--- src/rtl/burst_addr_pkg.sv ---
package burst_addr_pkg;
  typedef struct packed {
    logic clear;
    logic load;
    logic step;
  } burstStrobes_t;
endpackage

--- src/rtl/burst_ctrl.sv ---
module burst_ctrl
  import burst_addr_pkg::*;
(
  input  logic          rst,
  input  logic          clkEnN,
  input  logic          advance,
  output burstStrobes_t strobes
);
  always_comb begin
    strobes.clear = rst;
    strobes.load  = !rst && !clkEnN && !advance;
    strobes.step  = !rst && !clkEnN && advance;
  end
endmodule

--- src/rtl/burst_dp.sv ---
module burst_dp
  import burst_addr_pkg::*;
#(
  parameter int ADDR_W    = 19,
  parameter int BURST_LEN = 4
) (
  input  logic              clk,
  input  burstStrobes_t     strobes,
  input  logic              orderXor,
  input  logic [ADDR_W-1:0] extAddr,
  output logic [ADDR_W-1:0] burstAddr,
  output logic [$clog2(BURST_LEN)-1:0] beatIdx
);
  localparam int OFS_W = $clog2(BURST_LEN);

  logic [ADDR_W-1:0] baseQ;
  logic [OFS_W-1:0]  beatQ;
  logic [OFS_W-1:0]  linOfs;
  logic [OFS_W-1:0]  xorOfs;

  always_ff @(posedge clk) begin
    if (strobes.clear) begin
      baseQ <= '0;
      beatQ <= '0;
    end else if (strobes.load) begin
      baseQ <= extAddr;
      beatQ <= '0;
    end else if (strobes.step) begin
      beatQ <= beatQ + OFS_W'(1);
    end
  end

  always_comb begin
    linOfs = baseQ[OFS_W-1:0] + beatQ;
    xorOfs = baseQ[OFS_W-1:0] ^ beatQ;
  end

  generate
    if (ADDR_W > OFS_W) begin : g_upper
      assign burstAddr = {baseQ[ADDR_W-1:OFS_W], orderXor ? xorOfs : linOfs};
    end else begin : g_only_offset
      assign burstAddr = orderXor ? xorOfs : linOfs;
    end
  endgenerate

  assign beatIdx = beatQ;
endmodule

--- src/rtl/burst_addr_gen.sv ---
module burst_addr_gen
  import burst_addr_pkg::*;
#(
  parameter int ADDR_W    = 19,
  parameter int BURST_LEN = 4
) (
  input  logic              clk,
  input  logic              rst,
  input  logic              clkEnN,
  input  logic              advance,
  input  logic              orderXor,
  input  logic [ADDR_W-1:0] extAddr,
  output logic [ADDR_W-1:0] burstAddr,
  output logic [$clog2(BURST_LEN)-1:0] beatIdx
);
  burstStrobes_t strobes;

  burst_ctrl u_ctrl (
    .rst     (rst),
    .clkEnN  (clkEnN),
    .advance (advance),
    .strobes (strobes)
  );

  burst_dp #(.ADDR_W(ADDR_W), .BURST_LEN(BURST_LEN)) u_dp (
    .clk       (clk),
    .strobes   (strobes),
    .orderXor  (orderXor),
    .extAddr   (extAddr),
    .burstAddr (burstAddr),
    .beatIdx   (beatIdx)
  );
endmodule

--- config.mk ---
export PLATFORM = sky130hd
export DESIGN_NAME = burst_addr_gen
export DESIGN_NICKNAME = d
export VERILOG_FILES = /design/src/rtl/burst_addr_pkg.sv /design/src/rtl/burst_ctrl.sv /design/src/rtl/burst_dp.sv /design/src/rtl/burst_addr_gen.sv
export SDC_FILE = /design/constraint.sdc
export NUM_CORES = 1
export LEC_CHECK = 0
export BUFFER_PORTS_ARGS = -buffer_cell sky130_fd_sc_hd__buf_2
export CAP_MARGIN = 20
export CELL_PAD_IN_SITES_DETAIL_PLACEMENT = 2
export CELL_PAD_IN_SITES_GLOBAL_PLACEMENT = 2
export CORE_UTILIZATION = 24
export CTS_BUF_LIST = sky130_fd_sc_hd__clkbuf_16
export DETAILED_ROUTE_END_ITERATION = 8
export PLACE_DENSITY = 0.74
export SYNTH_ARGS = -nofsm -noshare
export SYNTH_HDL_FRONTEND = slang
export SYNTH_HIERARCHICAL = 1
export SYNTH_SLANG_ARGS = --single-unit
--- constraint.sdc ---
create_clock -name clk -period 0.9 [get_ports clk]
set_clock_uncertainty 0.05 [all_clocks]
set_input_delay 0.045 -clock clk [delete_from_list [all_inputs] [get_ports clk]]
set_output_delay 0.045 -clock clk [all_outputs]
set_load 0.005 [all_outputs]
==> results.json <==
{
  "detail-route-antenna-nets": 0,
  "min_path_type": "primary input to register",
  "final_weighted_congestion_in_routability_driven_placement": 0.618,
  "synth_seq_cells": 21,
  "drt_pre_antenna_iters": 6,
  "yosysTopAreaCell": "sky130_fd_sc_hd__dfxtp_1",
  "sequential_share_of_the_synthesized_area_pct": 42.3,
  "tritoncts": "yes",
  "finalWorstPathRequiredPeriod_ns": 1.21,
  "rows": 23,
  "run_status": "complete, but fails checks",
  "tightest_slew_ns": 0.272,
  "yosysMostFrequentCell": "sky130_fd_sc_hd__dfxtp_1",
  "worstPathArrival_ns": 1.12,
  "cell_types_occupying_the_most_area_after_synthesis": "sky130_fd_sc_hd__dfxtp_1, sky130_fd_sc_hd__mux2i_1, sky130_fd_sc_hd__buf_4",
  "post_synthesis_compound_gate_area_fraction_pct": 2.27,
  "grtUsageTotal_pct": 11.6,
  "largest_family_of_logic_cells_by_synthesized_area": "buffers and inverters",
  "routed_wire_length_per_instance_um": 12.6,
  "number_of_antenna_violations_at_the_first_check_in_global_routing": 0,
  "place_inst": 170,
  "drive_gt1_share_pct": 46.7,
  "fmax_mhz": 823,
  "synth_edf_count": 0,
  "worst_setup_path_startpoint": "u_dp/baseQ[0]$_SDFFE_PP0P_",
  "worst-endpoint-required_ns": 0.81,
  "drt_wl_total_um": 2330,
  "slew_headroom_pct": 81.7,
  "cts-buffers-inserted": 3,
  "remaining_global_route_overflow": 0,
  "top_usage_layer": "met2",
  "cts_htree_levels": 1,
  "die_height_um": 66.3,
  "synthSimpleGateAreaFrac_pct": 11.8,
  "vdd_ir_drop_max_mv": 0.573,
  "synth.yosys.warnings": 6,
  "max_cap_violations": 0,
  "synth_fp_nets": 118,
  "detailed_place.area_um2": 1140,
  "synthCells": 93,
  "timing.rr.start": "u_dp/beatIdx[0]$_SDFFE_PP0P_",
  "grt_pass1_vias": 798,
  "start_util_pct": 24.8,
  "finalSetupViolations": 4,
  "finish.cell_count_without_fillers": 185,
  "synthesis.area_per_instance_um2": 10.7,
  "static-leakage-power_nw": 0.617,
  "hold_path.startpoint": "extAddr[18]",
  "rsz0062_at_grt": "true",
  "post_synth_fa_ha_maj_area_fraction_pct": 1.26,
  "post_synthesis_mux_area_share_pct": 19.1,
  "route.vias.total": 748,
  "num_antenna_cells": 0,
  "pin_count": 45,
  "setup_ws_ns": -0.315,
  "ys_types": 16,
  "violations": "hold timing, setup timing",
  "hold_slack_ns": -0.00420,
  "period_share_pct": 135,
  "drcViolationCount": 0,
  "gr-usage-met3_pct": 3.97,
  "ff2ff_path_depth": 3,
  "cts-root-buf": "sky130_fd_sc_hd__clkbuf_16",
  "yosysTopAreaCellShare_pct": 42.3,
  "coreArea_um2": 4000,
  "via_per_inst": 4.04,
  "globalRouteMet1Util_pct": 12.1,
  "grt_pass1_wl_um": 3710,
  "buffers_added_on_ports": 44,
  "synth-main-ff-cell": "sky130_fd_sc_hd__dfxtp_1",
  "power_density_relative_to_cell_area_nw_per_um2": 1580,
  "ctsLongestPathBuffers": 2,
  "syn-cell-area_um2": 993,
  "postSynth.asyncResetShare_pct": 0,
  "dp_hpwl_um": 1710,
  "synthXorXnorAreaFrac_pct": 2.64,
  "worst-path-max-fanout": 2,
  "path_clk_slew_ns": 0.06,
  "holdPathStages": 3,
  "num-nets-final": 161,
  "endpoint_kind": "primary output",
  "clkLatencyLatePin_ns": 0.25,
  "cts_sinks": 21,
  "initialDrtViolationCount": 23,
  "critical_path_class": "register to primary output",
  "startpoint_type": "register",
  "fin_setup_tns_ns": -0.567,
  "placement.setup.worst_slack_ns": -0.182,
  "die-area_um2": 4400,
  "maximum_number_of_pins_on_one_net_before_global_route_repair": 21,
  "area_of_all_placed_cells_without_fillers_um2": 1360,
  "die_w_um": 66.3,
  "hold_viol_final": 1,
  "ys_top_cells_by_count": "sky130_fd_sc_hd__dfxtp_1, sky130_fd_sc_hd__mux2i_1, sky130_fd_sc_hd__nor2_1",
  "finalMaxSlewViolations": 0,
  "area_growth_pct": 37.3,
  "global_route_met2_utilization_pct": 21.0
}
==> final timing paths <==
path	endpoint	slack [ns]
min	u_dp/baseQ[18]$_SDFFE_PP0P_	-0.004
max	burstAddr[1]	-0.31
min reg2reg	u_dp/baseQ[15]$_SDFFE_PP0P_	0.43
max reg2reg	u_dp/beatIdx[1]$_SDFFE_PP0P_	-0.07
==> power breakdown <==
group | total [W] | leakage [nW] | switching (W) | internal [W]
sequential | 0.000979 | 0.172 | 0.0000183 | 0.000961
combinational | 0.000270 | 0.403 | 0.000111 | 0.000159
clock | 0.000905 | 0.0423 | 0.000315 | 0.000591
==> metrics by stage <==
stage,power [W],utilization (%),hold slack (ns)
2_1_floorplan,0.00115,-,0.142
3_3_place_gp,0.00122,28.4,0.230
3_5_place_dp,0.00123,28.4,0.241
4_1_cts,0.00219,33.8,0.000839
5_1_grt,0.00227,34.1,0.00518
6_report,0.00215,34.1,-0.00420
==> metal layers <==
metal  vias up  routed length, µm  share of wire, %
li1        367                  -                 -
met1       353                927                40
met2        24               1220                52
met3         4                143               6.1
met4         0                 34               1.5
met5         -                  0                 0
==> cell type report <==
type | instances | area, µm²
fillers | 447 | 2640
repair buffers | 61 | 394
well taps | 50 | 62.6
clock buffers | 3 | 75.1
clock inverters | 1 | 3.75
flip-flops and latches | 21 | 425
multi-input cells | 49 | 403
==> critical path: stages (launching register included) <==
cell and delay (ns):
sky130_fd_sc_hd__dfxtp_4 0.35, sky130_fd_sc_hd__ha_4 0.15, sky130_fd_sc_hd__nor2b_4 0.12, sky130_fd_sc_hd__xnor2_2 0.12, sky130_fd_sc_hd__buf_2 0.13
==> placed cells by master (no fill, tap or decap) <==
| cell | n |
|---|---|
| sky130_fd_sc_hd__a211oi_2 | 1 |
| sky130_fd_sc_hd__a21bo_2 | 1 |
| sky130_fd_sc_hd__buf_12 | 1 |
| sky130_fd_sc_hd__buf_2 | 43 |
| sky130_fd_sc_hd__buf_4 | 5 |
| sky130_fd_sc_hd__buf_6 | 1 |
| sky130_fd_sc_hd__clkbuf_16 | 3 |
| sky130_fd_sc_hd__dfxtp_1 | 19 |
| sky130_fd_sc_hd__dfxtp_2 | 1 |
| sky130_fd_sc_hd__dfxtp_4 | 1 |
| sky130_fd_sc_hd__dlygate4sd3_1 | 11 |
| sky130_fd_sc_hd__ha_4 | 1 |
| sky130_fd_sc_hd__inv_1 | 1 |
| sky130_fd_sc_hd__mux2i_1 | 19 |
| sky130_fd_sc_hd__nand3b_1 | 1 |
| sky130_fd_sc_hd__nor2_1 | 19 |
| sky130_fd_sc_hd__nor2b_4 | 1 |
| sky130_fd_sc_hd__nor3_2 | 1 |
| sky130_fd_sc_hd__nor3_4 | 1 |
| sky130_fd_sc_hd__nor3b_2 | 1 |
| sky130_fd_sc_hd__xnor2_1 | 2 |
| sky130_fd_sc_hd__xnor2_2 | 1 |
==> flip-flops by register name, indices dropped and copies added, names as in the netlist <==
| signal | count |
|---|---|
| u_dp/baseQ | 19 |
| u_dp/beatIdx | 2 |
==> repair_timing <==
action | in CTS | in global routing
setup endpoints to repair | 4 | 4
buffers inserted | 0 | 0
hold endpoints to repair | 11 | 0
hold buffers | 11 | 0
gates cloned | 0 | 0
resized for setup | 6 | 2
pin swaps | 1 | 2
==> logic make-up after synthesis <==
kind of cell / Yosys count
flops: 21
xor+xnor: 3
simple gates: 24
buf+inv: 23
compound gates: 2
fa+ha+maj: 1
mux: 19
No activity file was read; power rests on OpenSTA's default activity.
